<file path="config.mk">
export PLATFORM = sky130hd
export DESIGN_NAME = uart_regblock
export DESIGN_NICKNAME = d
export VERILOG_FILES = /design/src/rtl/uart_reg_pkg.sv /design/src/rtl/uart_reg_decode.sv /design/src/rtl/uart_reg_irq.sv /design/src/rtl/uart_reg_rdmux.sv /design/src/rtl/uart_regblock.sv
export SDC_FILE = /design/constraint.sdc
export NUM_CORES = 1
export LEC_CHECK = 0
export BUFFER_PORTS_ARGS = -buffer_cell sky130_fd_sc_hd__buf_2
export CELL_PAD_IN_SITES_DETAIL_PLACEMENT = 1
export CELL_PAD_IN_SITES_GLOBAL_PLACEMENT = 1
export CORE_MARGIN = 3
export CORE_UTILIZATION = 43
export CTS_BUF_LIST = sky130_fd_sc_hd__clkbuf_16
export DETAILED_ROUTE_END_ITERATION = 6
export PLACE_DENSITY_LB_ADDON = 0.1
export SLEW_MARGIN = 20
export SYNTH_ARGS = -nofsm -noshare
export SYNTH_HDL_FRONTEND = slang
export SYNTH_HIERARCHICAL = 1
export SYNTH_SLANG_ARGS = --single-unit
</file>
<file path="constraint.sdc">
create_clock -name clk -period 2 [get_ports clk]
set_input_delay 0.1 -clock clk [delete_from_list [all_inputs] [get_ports clk]]
set_output_delay 0.1 -clock clk [all_outputs]
set_load 0.01 [all_outputs]
</file>
<file path="src/rtl/uart_reg_pkg.sv">
// Package uart_reg_pkg
// Shared constants of the UART register block: register indices, interrupt
// bit positions, reset values and the identification byte sequence.
// Assumes a 32-bit data path; indices are word offsets (byte offset >> 2).
package uart_reg_pkg;

    localparam int IDX_DATA  = 0;
    localparam int IDX_FLAG  = 6;
    localparam int IDX_LPDIV = 8;
    localparam int IDX_IDIV  = 9;
    localparam int IDX_FDIV  = 10;
    localparam int IDX_LINE  = 11;
    localparam int IDX_CTRL  = 12;
    localparam int IDX_LVL   = 13;
    localparam int IDX_MASK  = 14;
    localparam int IDX_RAW   = 15;
    localparam int IDX_MSK   = 16;
    localparam int IDX_CLR   = 17;
    localparam int IDX_DMA   = 18;
    localparam int NUM_IDX   = 19;

    // plain stored configuration registers
    localparam int NUM_CFG   = 7;

    localparam int BIT_TX    = 5;
    localparam int BIT_RX    = 4;

    localparam logic [3:0] FLAG_RST = 4'b1001;   // tx empty, rx empty

    // register index held by configuration slot i
    function automatic int cfg_index(input int i);
        case (i)
            0:       return IDX_LPDIV;
            1:       return IDX_IDIV;
            2:       return IDX_FDIV;
            3:       return IDX_LINE;
            4:       return IDX_CTRL;
            5:       return IDX_LVL;
            default: return IDX_DMA;
        endcase
    endfunction

    // reset value of configuration slot i
    function automatic logic [31:0] cfg_reset(input int i);
        case (i)
            4:       return 32'h0000_0300;
            5:       return 32'h0000_0012;
            default: return 32'h0;
        endcase
    endfunction

    // identification byte k of the top window
    function automatic logic [7:0] id_byte(input logic [2:0] k);
        case (k)
            3'd0:    return 8'h11;
            3'd1:    return 8'h10;
            3'd2:    return 8'h14;
            3'd3:    return 8'h00;
            3'd4:    return 8'h0D;
            3'd5:    return 8'hF0;
            3'd6:    return 8'h05;
            default: return 8'hB1;
        endcase
    endfunction

endpackage

</file>
<file path="src/rtl/uart_reg_decode.sv">
// Module uart_reg_decode
// Turns the word address and transfer controls into per-index write enables,
// a legal-index flag, the identification-window hit and the data-read pop.
// Assumes the word address is the byte offset with its two low bits dropped.
module uart_reg_decode
    import uart_reg_pkg::*;
#(
    parameter int IDX_W = 10
) (
    input  logic               psel,
    input  logic               penable,
    input  logic               pwrite,
    input  logic [IDX_W-1:0]   word_addr,
    output logic [NUM_IDX-1:0] wr_en,
    output logic               idx_ok,
    output logic               id_hit,
    output logic [2:0]         id_sel,
    output logic               data_pop
);

    logic acc_wr;
    logic acc_rd;

    // qualify the access phase of a transfer
    always_comb begin
        acc_wr = psel && penable && pwrite;
        acc_rd = psel && penable && !pwrite;
    end

    // classify the address
    always_comb begin
        idx_ok   = (word_addr < IDX_W'(NUM_IDX));
        id_hit   = &word_addr[IDX_W-1:3];
        id_sel   = word_addr[2:0];
        data_pop = acc_rd && (word_addr == IDX_W'(IDX_DATA));
    end

    // one write enable per register index
    for (genvar g = 0; g < NUM_IDX; g++) begin : g_wen
        assign wr_en[g] = acc_wr && (word_addr == IDX_W'(g));
    end

endmodule

</file>
<file path="src/rtl/uart_reg_irq.sv">
// Module uart_reg_irq
// Holds the transmit and receive raw interrupt bits and the mask, and
// combines them into one level interrupt. Sets win over a same-cycle clear.
// Assumes set inputs are single-cycle pulses from the owning logic.
module uart_reg_irq
    import uart_reg_pkg::*;
#(
    parameter int DATA_W = 32
) (
    input  logic              clk,
    input  logic              rst_n,
    input  logic              tx_set,
    input  logic              rx_set,
    input  logic              clr_we,
    input  logic              mask_we,
    input  logic [DATA_W-1:0] wdata,
    output logic [DATA_W-1:0] raw_o,
    output logic [DATA_W-1:0] mask_o,
    output logic              irq
);

    logic [1:0]        raw_q;     // [1] transmit, [0] receive
    logic [1:0]        clr_bits;
    logic [DATA_W-1:0] mask_q;

    // bits removed by a clear write
    always_comb begin
        clr_bits = clr_we ? {wdata[BIT_TX], wdata[BIT_RX]} : 2'b00;
    end

    // raw status update, sets applied after clears
    always_ff @(posedge clk) begin
        if (!rst_n) raw_q <= 2'b00;
        else        raw_q <= (raw_q & ~clr_bits) | {tx_set, rx_set};
    end

    // interrupt mask storage
    always_ff @(posedge clk) begin
        if (!rst_n)       mask_q <= '0;
        else if (mask_we) mask_q <= wdata;
    end

    // place raw bits at their register positions and combine
    always_comb begin
        raw_o         = '0;
        raw_o[BIT_TX] = raw_q[1];
        raw_o[BIT_RX] = raw_q[0];
        mask_o        = mask_q;
        irq           = |(raw_o & mask_q);
    end

    p_txset_r5: assert property (@(posedge clk) disable iff (!rst_n)
        tx_set |=> raw_q[1]);

    p_setwins_r5: assert property (@(posedge clk) disable iff (!rst_n)
        rx_set |=> raw_q[0]);

    p_clear_r6: assert property (@(posedge clk) disable iff (!rst_n)
        (clr_we && wdata[BIT_RX] && !rx_set) |=> !raw_q[0]);

    p_irqrise_r8: assert property (@(posedge clk) disable iff (!rst_n)
        $rose(irq) |-> $past(tx_set || rx_set || mask_we));

endmodule

</file>
<file path="src/rtl/uart_reg_rdmux.sv">
// Module uart_reg_rdmux
// Selects read data for the current address: identification window,
// configuration storage, live registers, or zero for anything else.
// Assumes a purely combinational read, valid during the access phase.
module uart_reg_rdmux
    import uart_reg_pkg::*;
#(
    parameter int DATA_W = 32,
    parameter int IDX_W  = 10
) (
    input  logic [IDX_W-1:0]                word_addr,
    input  logic                            idx_ok,
    input  logic                            id_hit,
    input  logic [2:0]                      id_sel,
    input  logic [7:0]                      rx_data,
    input  logic [3:0]                      flags,
    input  logic [NUM_CFG-1:0][DATA_W-1:0]  cfg,
    input  logic [DATA_W-1:0]               raw,
    input  logic [DATA_W-1:0]               mask,
    output logic [DATA_W-1:0]               rdata
);

    // read data selection
    always_comb begin
        rdata = '0;
        if (id_hit) begin
            rdata[7:0] = id_byte(id_sel);
        end else if (idx_ok) begin
            case (int'(word_addr))
                IDX_DATA: rdata[7:0] = rx_data;
                IDX_FLAG: rdata[7:4] = flags;
                IDX_MASK: rdata      = mask;
                IDX_RAW:  rdata      = raw;
                IDX_MSK:  rdata      = raw & mask;
                default:  rdata      = '0;
            endcase
            for (int i = 0; i < NUM_CFG; i++) begin
                if (int'(word_addr) == cfg_index(i)) rdata = cfg[i];
            end
        end
    end

endmodule

</file>
<file path="src/rtl/uart_regblock.sv">
// Module uart_regblock
// Bus-facing register block of a simple UART: configuration storage, status
// flags, transmit byte hand-off, receive byte pass-through and interrupts.
// Assumes an APB-style two-phase transfer, synchronous active-low reset,
// and an external receive buffer that supplies rx_data, rx_set and stat_in.
module uart_regblock
    import uart_reg_pkg::*;
#(
    parameter int DATA_W = 32,
    parameter int ADDR_W = 12
) (
    input  logic              clk,
    input  logic              rst_n,
    input  logic              psel,
    input  logic              penable,
    input  logic              pwrite,
    input  logic [ADDR_W-1:0] paddr,
    input  logic [DATA_W-1:0] pwdata,
    output logic [DATA_W-1:0] prdata,
    input  logic [7:0]        rx_data,
    output logic              rx_pop,
    input  logic              rx_set,
    input  logic [3:0]        stat_in,
    output logic [7:0]        tx_byte,
    output logic              tx_strobe,
    output logic              irq
);

    localparam int IDX_W = ADDR_W - 2;

    logic [IDX_W-1:0]               word_addr;
    logic [NUM_IDX-1:0]             wr_en;
    logic                           idx_ok;
    logic                           id_hit;
    logic [2:0]                     id_sel;
    logic [NUM_CFG-1:0][DATA_W-1:0] cfg_q;
    logic [3:0]                     flags_q;
    logic [DATA_W-1:0]              raw;
    logic [DATA_W-1:0]              mask;
    logic                           unused_addr_bits;

    assign word_addr        = paddr[ADDR_W-1:2];
    assign unused_addr_bits = &{1'b0, paddr[1:0]};

    uart_reg_decode #(.IDX_W(IDX_W)) u_dec (
        .psel      (psel),
        .penable   (penable),
        .pwrite    (pwrite),
        .word_addr (word_addr),
        .wr_en     (wr_en),
        .idx_ok    (idx_ok),
        .id_hit    (id_hit),
        .id_sel    (id_sel),
        .data_pop  (rx_pop)
    );

    // one stored configuration register per slot
    for (genvar i = 0; i < NUM_CFG; i++) begin : g_cfg
        localparam int RIDX = cfg_index(i);
        // load on a write to this slot's index
        always_ff @(posedge clk) begin
            if (!rst_n)           cfg_q[i] <= DATA_W'(cfg_reset(i));
            else if (wr_en[RIDX]) cfg_q[i] <= pwdata;
        end
    end

    // sample the live status bits of the receive and transmit side
    always_ff @(posedge clk) begin
        if (!rst_n) flags_q <= FLAG_RST;
        else        flags_q <= stat_in;
    end

    // hand the written byte to the transmitter stub
    always_ff @(posedge clk) begin
        if (!rst_n) begin
            tx_strobe <= 1'b0;
            tx_byte   <= 8'h00;
        end else begin
            tx_strobe <= wr_en[IDX_DATA];
            if (wr_en[IDX_DATA]) tx_byte <= pwdata[7:0];
        end
    end

    uart_reg_irq #(.DATA_W(DATA_W)) u_irq (
        .clk     (clk),
        .rst_n   (rst_n),
        .tx_set  (wr_en[IDX_DATA]),
        .rx_set  (rx_set),
        .clr_we  (wr_en[IDX_CLR]),
        .mask_we (wr_en[IDX_MASK]),
        .wdata   (pwdata),
        .raw_o   (raw),
        .mask_o  (mask),
        .irq     (irq)
    );

    uart_reg_rdmux #(.DATA_W(DATA_W), .IDX_W(IDX_W)) u_rd (
        .word_addr (word_addr),
        .idx_ok    (idx_ok),
        .id_hit    (id_hit),
        .id_sel    (id_sel),
        .rx_data   (rx_data),
        .flags     (flags_q),
        .cfg       (cfg_q),
        .raw       (raw),
        .mask      (mask),
        .rdata     (prdata)
    );

    p_txout_r4: assert property (@(posedge clk) disable iff (!rst_n)
        (psel && penable && pwrite && word_addr == IDX_W'(IDX_DATA))
        |=> (tx_strobe && tx_byte == $past(pwdata[7:0])));

    p_txpulse_r4: assert property (@(posedge clk) disable iff (!rst_n)
        !(psel && penable && pwrite && word_addr == IDX_W'(IDX_DATA)) |=> !tx_strobe);

    p_flags_r9: assert property (@(posedge clk) disable iff (!rst_n)
        rst_n |=> (flags_q == $past(stat_in)));

    p_cfgkeep_r2: assert property (@(posedge clk) disable iff (!rst_n)
        !(psel && penable && pwrite) |=> $stable(cfg_q));

endmodule

</file>
---- Word level (Yosys, flattened, before mapping) ----
Index checks and enable logic that the tools add are counted.
storage, ports and cells
  input bits .............................. 62
  bits in latches ......................... 0
  flip-flop bits (word level) ............. 271
  memory bits (writable) .................. 0
  output and inout bits ................... 43
  memory bits (read-only) ................. 0
  memories kept ........................... 0
operators by class
  magnitude comparators ................... 1
  eq/ne operators ......................... 25
  reduce and logical (&&, ||, !) cells .... 19
  bitwise logic cells ..................... 4
  shifts and indexed selects .............. 0
  muxes and demuxes ....................... 29
  add/subtract/negate cells ............... 0
  $mul .................................... 0
  div/mod/pow operators ................... 0
operator list
  cell                                                                   number
  32-bit 2-to-1 mux                                                      22
  11-bit by 32-bit == test with 1-bit output                             7
  10-bit by 4-bit == test with 1-bit output, second input constant       8
  8-bit case mux with 7 select lines                                     1
  24-bit case mux with 2 select lines                                    1
  6-bit by 32-bit bitwise AND with 32-bit output                         1
  32-bit OR reduction                                                    1
  10-bit by 5-bit == test with 1-bit output, second input constant       3
  24-bit 2-to-1 mux                                                      1
  4-bit case mux with 5 select lines                                     1
  1-bit logical AND                                                      14
  4-bit case mux with 3 select lines                                     1
  10-bit by 3-bit == test with 1-bit output, second input constant       1
  10-bit zero test                                                       1
  10-bit by 5-bit < comparator with 1-bit output, second input constant  1
  3-bit == test, second input constant                                   3
  8-bit 2-to-1 mux                                                       1
  7-bit AND reduction                                                    1
  3-bit by 2-bit == test with 1-bit output, second input constant        2
  3-bit by 1-bit == test with 1-bit output, second input constant        1
  3-bit zero test                                                        1
  2-bit bitwise AND                                                      1
  2-bit 2-to-1 mux                                                       1
  2-bit NOT                                                              1
  2 further kinds                                                        2

---- Logic depth before layout (Yosys ltp) ----
Gate-level depths: netlist of the first run.
  depth after elaboration ................. 13
  gate-level depth with buffers ........... 9
  gate-level depth less buffers ........... 7

---- Hierarchy ----
Netlist of the first run, hierarchy kept.
by module, submodules not included
  module           seq. area each (um^2)  cells an instance  instances  area an instance (um^2)
  uart_regblock    4744.6                 769                1          9216.3
  uart_reg_rdmux   0.0                    481                1          3163.0
  uart_reg_irq     680.7                  143                1          1551.5
  uart_reg_decode  0.0                    49                 1          422.9

---- Worst setup path before layout of the first run ----
Ideal clock, no wire load.
  path type ............................... input-to-output
  start point ............................. in paddr[7]
  end point ............................... out prdata[10]
  buffers on the path ..................... 2
  cell stages on the path ................. 8
  slack ................................... -235 ps
  arrival time ............................ 2135 ps
  cells stage by stage .................... or3_1 -> a2111oi_0 -> nand2b_1 -> clkbuf_1 -> nor2_1 -> buf_2 -> o21ai_0 -> o31ai_1
RTL lines
  element                                         RTL line               source
  start: declaration                              uart_regblock.sv:17    input logic [ADDR_W-1:0] paddr,
  10-bit by 5-bit < comparator with 1-bit output  uart_reg_decode.sv:32  idx_ok = (word_addr < IDX_W'(NUM_IDX));
  named net idx_ok                                uart_regblock.sv:33    logic idx_ok;
  32-bit 2-to-1 mux                               uart_reg_rdmux.sv:28   end else if (idx_ok) begin
  24-bit 2-to-1 mux                               uart_reg_rdmux.sv:26   if (id_hit) begin
  end: declaration                                uart_regblock.sv:19    output logic [DATA_W-1:0] prdata,
The timed path passes the listed nets, and every way through them passes these cells.

---- Worst setup path after layout of the first run ----
  start point ............................. in paddr[2]
  end point ............................... out prdata[31]
on the way
  word-level cells in the longest chain between the ends .. 11
RTL lines
  element                                                                                                 RTL line              source
  10-bit by 5-bit == test with 1-bit output or 10-bit by 4-bit == test with 1-bit output (tied branches)  uart_reg_rdmux.sv:29  case (int'(word_addr))
  24-bit case mux with 2 select lines                                                                     uart_reg_rdmux.sv:29
  32-bit 2-to-1 mux (7 in a row)                                                                          uart_reg_rdmux.sv:38  if (int'(word_addr) == cfg_index(i)) rdata = cfg[i];
  32-bit 2-to-1 mux (*)                                                                                   uart_reg_rdmux.sv:28
  24-bit 2-to-1 mux (*)                                                                                   uart_reg_rdmux.sv:26
Every way passes the cells marked *; elsewhere a longest branch is shown, timed or not.

==> metrics.csv, run 1 <==
stage,metric,value,unit
place,gp_congestion,0.842,
power_and_ir_drop,fin_total_pwr,11.9,mW
grt,grt_max_degree,83,
min_path,hold_path_class,input port to flip-flop,
sta,rsz0062_at_grt,true,
routing,drcViolationCount,0,
synthesis,syn-instance-count,1429,
clock_network,htree_levels,1,
worst_setup_path,critPathKind,input port to primary output,
worst_setup_path,r2r_slack,730,ps
clock_network,path_clk_slew,60,ps
synthesis,netlist_area,14200,sq um
synthesis,yosys_warnings,6,
sta,worstMarginPinSlew,989,ps
worst_setup_path,endpoint,prdata[31],
final_layout,final_util,57.3,%
sta,period_needed,2300,ps
grt,antenna_found_initial,0,
clock_network,cts.sinks,271,
floorplanning,dieHeight,188,microns
worst_setup_path,end_kind,primary output,
final_layout,final_common_cell,mux2i_1,
final_layout,antenna_cells,0,
sta,fin_crit_sh,115,%
worst_setup_path,path_cells,buf_6 -> buf_6 -> or4b_4 -> buf_6 -> nor3_4 -> buf_6 -> buf_4 -> buf_6 -> a22oi_2 -> o211ai_1 -> a21oi_1 -> o21ai_1 -> buf_2,
run_status,status,"finished, violations left",
final_layout,drive_above_1_share,28.5,%
sta,hold_viol_final,0,
final_layout,mostFrequentLayoutCells,"mux2i_1 (295), nor2b_1 (271), dfxtp_1 (269)",
power_and_ir_drop,leakage,6.33,nW
synthesis,synth.avg_cell_area,9.95,sq um
worst_setup_path,worst_ep_arrival_time,2200,ps
worst_setup_path,crit_path_start_kind,input port,
power_and_ir_drop,peakVddDrop,641,uV
run_status,violations,setup timing,
power_and_ir_drop,cellPowerDensity,647,nW/um^2
worst_setup_path,r2r-start,u_irq/raw_q[0]$_SDFF_PN0_,
sta,worst_hold_slack,164,ps
clock_network,numCtsBuffers,31,
worst_setup_path,rr_worst_depth,3,
clock_network,clock_latency,570,ps
worst_setup_path,slowest_stage,or4b_4,
sta,max_freq,435,MHz
place,dp_hpwl,31400,microns
routing,ant_nets,0,
final_layout,fin_nets,1741,
floorplanning,start_util,44.4,%
routing,via_per_inst,5.50,
worst_setup_path,crit_top_cell,buf_6,
worst_setup_path,startpoint,paddr[2],
grt,grt_first_pass_wirelength,74400,microns
worst_setup_path,reg2reg_to,u_irq/raw_q[0]$_SDFF_PN0_,
floorplanning,core,32000,sq um
run,cap_violations,0,
routing,drt_iter0_markers,669,
grt,gr-usage-all-layers,26.6,%
sta,slew_headroom,33.9,%
floorplanning,core.rowCount,65,
routing,wl_per_cell,22.6,microns
floorplanning,die-area,35300,sq um
sta,fin_skew,0,ps
routing,dr.pass1.iters,5,
place,port_buffers,102,
grt,grt_overflow,0,
clock_network,cts_tree,built,
worst_setup_path,crit_required,1900,ps
sta,setup_ws,-299,ps
final_layout,area_delta_synth_final,29.1,%
worst_setup_path,crit_fanout,6,
grt,grt_pass1_vias,12500,
clock_network,clockBufferDepth,3,
worst_setup_path,critPathMaxStageDelay,520,ps
routing,routed_wl,48300,microns
floorplanning,die_x,188,microns
clock_network,root_buffer,clkbuf_16,
sta,slew_violations,0,
floorplanning,ioPinCount,105,
sta,setup-violations-final,32,
place,dp_worst_setup_slack,-519,ps
routing,vias,11800,
[metrics by stage]
step | setup TNS (ps) | std cells | instance area [sq um]
after global routing | -8430 | 2139 | 18300
after global placement | -40230 | 2007 | 15800
after floorplan | -5.20 | 1458 | 14400
final | -6400 | 2139 | 18300
after detailed placement | -48360 | 2007 | 15800
after CTS | -6950 | 2128 | 17900
[worst min-delay path by stage]
| stage | startpoint | end | slack [ps] | depth (start not counted) |
|---|---|---|---|---|
| after floorplan | pwdata[4] | u_irq/raw_q[0]$_SDFF_PN0_ | 200 | 1 |
| after global placement | stat_in[3] | flags_q[3]$_SDFF_PN1_ | 290 | 2 |
| after detailed placement | stat_in[0] | flags_q[0]$_SDFF_PN1_ | 290 | 2 |
| after CTS | pwrite | tx_strobe$_SDFF_PN0_ | 150 | 5 |
| after global routing | pwrite | tx_strobe$_SDFF_PN0_ | 190 | 5 |
| final | pwrite | tx_byte[0]$_SDFFE_PN0P_ | 160 | 6 |
[flip-flops by register name, summed over array words and instances, names as in the netlist]
signal / flops
flags_q: 4
tx_byte: 8
tx_strobe: 1
cfg_q: 224
u_irq/raw_q: 2
u_irq/mask_o: 32
[where the power goes]
group | total (mW) | internal (mW) | switching, mW | leakage, nW
Clock | 5.67 | 3.31 | 2.36 | 0.517
Combinational | 0.806 | 0.358 | 0.448 | 3.63
Sequential | 5.41 | 5.40 | 0.00328 | 2.18
Total | 11.9 | 9.07 | 2.81 | 6.33
[final cells by class]
cell class / instances / area, sq um
fill: 3581 / 13700
multi-input combinational: 1032 / 8310
sequential: 271 / 5430
timing repair buffer: 336 / 3040
clock buffer: 31 / 776
tap: 435 / 544
clock inverter: 27 / 225
inverter: 7 / 26.3
[layer usage]
metal  GRT usage, %  vias to the layer above  share of wire, %
met3           3.07                       65               3.6
met1           35.3                     5923                46
met4           6.52                        0               2.1
met2           46.4                      251                49
li1               -                     5527                 -
met5              0                        -                 0
[critical path: cells and delay by family]
family	cells	cell delay [ps]
and+or+nand+nor	2	810
AOI/OAI and AO/OA	4	360
buffers and inverters	7	910
[timing repair]
item	in CTS	in global routing
pin swaps	65	42
hold endpoints to repair	269	0
buffers inserted	20	10
hold buffers	41	0
endpoints found under the setup margin	32	33
cloned	2	1
gates resized for setup	113	85
Note: power is estimated with default switching activity, not from simulation.
==> inputs of run 2 (changes only) <==
--- a/config.mk
+++ b/config.mk
@@ -8,8 +8,7 @@
 export BUFFER_PORTS_ARGS = -buffer_cell sky130_fd_sc_hd__buf_2
 export CELL_PAD_IN_SITES_DETAIL_PLACEMENT = 1
 export CELL_PAD_IN_SITES_GLOBAL_PLACEMENT = 1
-export CORE_MARGIN = 3
-export CORE_UTILIZATION = 43
+export CORE_UTILIZATION = 52
 export CTS_BUF_LIST = sky130_fd_sc_hd__clkbuf_16
 export DETAILED_ROUTE_END_ITERATION = 6
 export PLACE_DENSITY_LB_ADDON = 0.1
==> constraint.sdc (replaced) <==
create_clock -name clk -period 2.9 [get_ports clk]
set_input_delay 0.145 -clock clk [delete_from_list [all_inputs] [get_ports clk]]
set_output_delay 0.145 -clock clk [all_outputs]
set_load 0.01 [all_outputs]
==> metrics.csv, run 2 (same netlist as run 1, synthesis figures left out) <==
stage,metric,value,unit
run_status,status,"finished, violations left",
run_status,violations,hold timing,
final_layout,drive_above_1_share,16.6,%
worst_setup_path,crit_path_start_kind,input port,
grt,grt_max_degree,120,
clock_network,clockBufferDepth,3,
routing,vias,11300,
grt,gr-usage-all-layers,31.1,%
clock_network,clock_latency,570,ps
final_layout,mostFrequentLayoutCells,"mux2i_1 (295), nor2b_1 (273), dfxtp_1 (271)",
run,cap_violations,0,
sta,slew_violations,0,
grt,antenna_found_initial,0,
final_layout,largest_reg_flops,224,
final_layout,fin_nets,1611,
floorplanning,die-area,28000,sq um
worst_setup_path,crit_family,simple AND/OR/NAND/NOR gates,
power_and_ir_drop,leakage,5.39,nW
clock_network,cts_tree,built,
sta,period_needed,2840,ps
clock_network,numCtsBuffers,30,
final_layout,antenna_cells,0,
final_layout,regArea,5430,sq um
floorplanning,ioPinCount,105,
worst_setup_path,slowest_stage,or3_1,
worst_setup_path,critPathMaxStageDelay,440,ps
sta,rsz0062_at_grt,false,
sta,worstMarginPinSlew,1070,ps
floorplanning,core,26900,sq um
worst_setup_path,crit_fanout,6,
floorplanning,dieHeight,167,microns
sta,worst_hold_slack,-1.18,ps
final_layout,regMostFlops,cfg_q,
worst_setup_path,end_kind,primary output,
floorplanning,start_util,52.9,%
clock_network,htree_levels,1,
worst_setup_path,path_cells,buf_2 -> or3_1 -> a2111oi_0 -> buf_4 -> nand2b_1 -> nor2_1 -> buf_4 -> nand2_1 -> o22a_1 -> o31ai_1 -> buf_4 -> buf_2,
floorplanning,die_x,167,microns
worst_setup_path,worst-path-buf-inv,5,
clock_network,root_buffer,clkbuf_16,
min_path,hold_path_class,input port to flip-flop,
routing,wl_per_cell,23.0,microns
power_and_ir_drop,cellPowerDensity,506,nW/um^2
final_layout,area_delta_synth_final,13.0,%
worst_setup_path,crit_required,2760,ps
grt,grt_first_pass_wirelength,68200,microns
sta,max_freq,353,MHz
final_layout,final_common_cell,mux2i_1,
routing,routed_wl,43900,microns
routing,via_per_inst,5.91,
sta,setup-violations-final,0,
routing,drt_iter0_markers,690,
worst_setup_path,critPathKind,input port to primary output,
floorplanning,core.rowCount,60,
sta,fin_crit_sh,97.8,%
place,gp_congestion,0.831,
routing,drcViolationCount,0,
sta,slew_headroom,28.1,%
worst_setup_path,crit_top_cell,buf_4,
clock_network,path_clk_slew,60,ps
routing,dr.pass1.iters,6,
final_layout,final_cells,1914,
final_layout,fillers,3048,
final_layout,multi_input_area,7630,sq um
power_and_ir_drop,peakVddDrop,449,uV
place,dp_hpwl,26700,microns
worst_setup_path,worst_ep_arrival_time,2690,ps
grt,grt_pass1_vias,11900,
sta,hold_viol_final,3,
place,placed_cells,1825,
clock_network,cts.sinks,271,
sta,setup_tns,0,ps
grt,grt_overflow,0,
routing,ant_nets,0,
place,port_buffers,102,
sta,fin_skew,0,ps
==> run 2: changes by cell type in the layout (fill, tap and decap cells not counted), sizes merged <==
cell	change
clkinv	-1
clkinvlp	+1
clkbuf	-1
dlygate4sd3	-8
bufinv	+1
inv	-3
buf	-120
==> run 2: power by group <==
part / total (mW) / switching (mW) / internal, mW
Clock: 3.95 / 1.59 / 2.36
Sequential: 3.73 / 0.00209 / 3.73
Combinational: 0.446 / 0.264 / 0.182
==> run 2: layout make-up <==
type / instances / area share (%)
Timing Repair Buffer: 207 / 9.57
Tap cell: 341 / 2.66
Clock inverter: 25 / 1.49
Clock buffer: 31 / 4.83
Inverter: 7 / 0.164
Multi-Input combinational cell: 1032 / 47.5
Sequential cell: 271 / 33.8
==> run 2: routing by layer <==
| layer | GRT usage, % | up-vias | wire (microns) |
|---|---|---|---|
| li1 | - | 5260 | - |
| met1 | 40.3 | 5684 | 19800 |
| met2 | 53.6 | 277 | 21000 |
| met3 | 3.55 | 84 | 1880 |
| met4 | 10.4 | 0 | 1300 |
| met5 | 0 | - | 0 |
==> run 2: path summary, 6_finish.rpt <==
| check | startpoint | end | slack (ps) | depth (start not counted) |
|---|---|---|---|---|
| min reg2reg | cfg_q[137]$_SDFFE_PN1P_ | cfg_q[137]$_SDFFE_PN1P_ | 480 | 2 |
| min | pwdata[3] | tx_byte[3]$_SDFFE_PN0P_ | -1 | 3 |
| max reg2reg | u_irq/raw_q[0]$_SDFF_PN0_ | u_irq/raw_q[0]$_SDFF_PN0_ | 1520 | 3 |
| max | paddr[7] | prdata[29] | 60 | 12 |
==> run 2: metrics by stage <==
stage	cell area [sq um]	hold WS (ps)	util, %	worst slack, ps	power [mW]
floorplan	14300	245	-	597	4.07
global placement	14700	335	54.7	84.0	4.21
detailed placement	14700	333	54.7	97.3	4.21
CTS	16100	0.401	59.8	96.2	8.16
global route	16100	0.991	59.8	18.4	8.34
finish	16100	-1.18	59.8	64.3	8.12
==> run 2: what timing repair did <==
action,4_1_cts,5_1_grt
endpoints found under the hold margin,166,0
endpoints found under the setup margin,0,0
setup buffers,0,0
gates resized for setup,0,0
hold buffers,33,0
==> run 2: tightest hold or removal path: stages <==
cell and delay [ps]:
buf_2 170, mux2i_1 150, nor2b_1 60
==> inputs of run 3 (changes only) <==
--- a/config.mk
+++ b/config.mk
@@ -11,6 +11,8 @@
 export CORE_UTILIZATION = 52
 export CTS_BUF_LIST = sky130_fd_sc_hd__clkbuf_16
 export DETAILED_ROUTE_END_ITERATION = 6
+export GPL_TIMING_DRIVEN = 0
+export MAX_ROUTING_LAYER = met4
 export PLACE_DENSITY_LB_ADDON = 0.1
 export SLEW_MARGIN = 20
 export SYNTH_ARGS = -nofsm -noshare
==> metrics.csv, run 3 (same netlist as run 1, synthesis figures left out) <==
stage,metric,value,unit
sta,max_freq,342,MHz
worst_setup_path,crit_fanout,10,
routing,vias,12500,
clock_network,clock_latency,550,ps
clock_network,cts_tree,built,
sta,fin_skew,0,ps
final_layout,area_delta_synth_final,18.1,%
grt,grt_first_pass_wirelength,80400,microns
final_layout,final_util,62.5,%
grt,grt_max_degree,15,
routing,via_per_inst,6.23,
power_and_ir_drop,peakVddDrop,412,uV
final_layout,final_cells,2003,
worst_setup_path,worst_ep_arrival_time,2780,ps
routing,dr.pass1.iters,5,
routing,wl_met2,25100,microns
clock_network,clockBufferDepth,3,
sta,period_needed,2920,ps
sta,fin_crit_sh,101,%
routing,top_layer_used,met4,
grt,grt_pass1_vias,12900,
final_layout,final_common_cell,mux2i_1,
power_and_ir_drop,fin_total_pwr,8.07,mW
place,dp_worst_setup_slack,-959,ps
place,placed_area,15300,sq um
worst_setup_path,end_kind,primary output,
routing,m1WireLength,23500,microns
floorplanning,die_x,167,microns
routing,drcViolationCount,0,
place,port_buffers,102,
final_layout,mostFrequentLayoutCells,"mux2i_1 (295), nor2b_1 (273), dfxtp_1 (271)",
worst_setup_path,crit_path_start_kind,input port,
place,dp_hpwl,35700,microns
final_layout,largest_reg_flops,224,
routing,drt_iter0_markers,1040,
run_status,status,"finished, violations left",
floorplanning,core.rowCount,60,
final_layout,regMostFlops,cfg_q,
clock_network,path_clk_slew,60,ps
final_layout,drive_above_1_share,20.3,%
place,gp_congestion,0.949,
floorplanning,start_util,52.9,%
routing,wl_per_cell,27.3,microns
place,placed_cells,1901,
routing,wl_met3,3870,microns
worst_setup_path,critPathKind,input port to primary output,
grt,gr-usage-all-layers,39.6,%
sta,slew_headroom,20.9,%
sta,setup_ws,-24.6,ps
run_status,violations,setup timing,
final_layout,fin_nets,1700,
sta,slew_violations,0,
min_path,hold_path_class,input port to flip-flop,
worst_setup_path,crit_required,2760,ps
clock_network,htree_levels,1,
power_and_ir_drop,cellPowerDensity,481,nW/um^2
floorplanning,ioPinCount,105,
clock_network,numCtsBuffers,30,
sta,hold_viol_final,0,
routing,ant_nets,0,
grt,antenna_found_initial,1,
routing,routed_wl,54700,microns
sta,worstMarginPinSlew,1190,ps
clock_network,root_buffer,clkbuf_16,
sta,setup-violations-final,1,
power_and_ir_drop,leakage,5.81,nW
floorplanning,dieHeight,167,microns
worst_setup_path,r2r_slack,1610,ps
final_layout,design_area,16800,sq um
floorplanning,die-area,28000,sq um
clock_network,cts.sinks,271,
floorplanning,core,26900,sq um
run,cap_violations,0,
grt,grt_overflow,0,
## run 3: cell count changes in the layout (fill, tap and decap cells not counted), sizes merged
| cell | previous run | this run |
|---|---|---|
| dlygate4sd3 | 33 | 35 |
| bufinv | 5 | 3 |
| clkdlybuf4s15 | 0 | 1 |
| diode | 0 | 1 |
| buf | 174 | 234 |
| clkinv | 15 | 14 |
| clkbuf | 31 | 57 |
| inv | 10 | 14 |
| clkinvlp | 2 | 0 |
## run 3: power breakdown
group,switching (mW),internal [mW]
combinational,0.347,0.222
sequential,0.00210,3.73
clock,1.59,2.18
total,1.94,6.13
## run 3: critical path, stage by stage
cell      delay, ps
buf_2           150
or4_1           520
buf_2           210
nor3_4          630
buf_6           300
a221oi_1        130
o21ai_0         340
o211a_1         210
buf_2           130
## run 3: area by class of cell
class,count,area (sq um)
antenna,1,2.50
buffer,147,1310
fill,3023,10100
multi-input combinational,1032,7690
inverter,7,26.3
tap,341,427
clock inverter,24,179
sequential,271,5430
timing repair buffer,149,951
clock buffer,31,776
## run 3: per-layer routing
metal | vias to the layer above | GRT usage (%)
li1 | 5440 | -
met1 | 6341 | 50.9
met2 | 551 | 63.3
met3 | 151 | 5.03
met4 | 0 | 15.0
met5 | - | -
## run 3: what timing repair did
item / CTS / global route
buffers inserted: 8 / 4
endpoints found under the hold margin: 135 / 0
endpoints found under the setup margin: 32 / 28
hold buffers: 35 / 0
gates resized for setup: 20 / 13
pin swaps: 5 / 2
## run 3: through the flow
stage	TNS, ps	hold WS [ps]
detailed placement	-15320	336
global placement	-14630	334
CTS	0	2.28
floorplan	0	245
global route	-16.2	18.8
finish	-24.6	4.26
## run 3: final timing paths
kind / start / to / depth (start not counted)
setup reg to reg: u_irq/raw_q[0]$_SDFF_PN0_ / u_irq/raw_q[0]$_SDFF_PN0_ / 3
hold / removal: pwdata[25] / cfg_q[185]$_SDFFE_PN0P_ / 3
hold reg to reg: cfg_q[164]$_SDFFE_PN1P_ / cfg_q[164]$_SDFFE_PN1P_ / 2
setup / recovery: paddr[7] / prdata[14] / 9
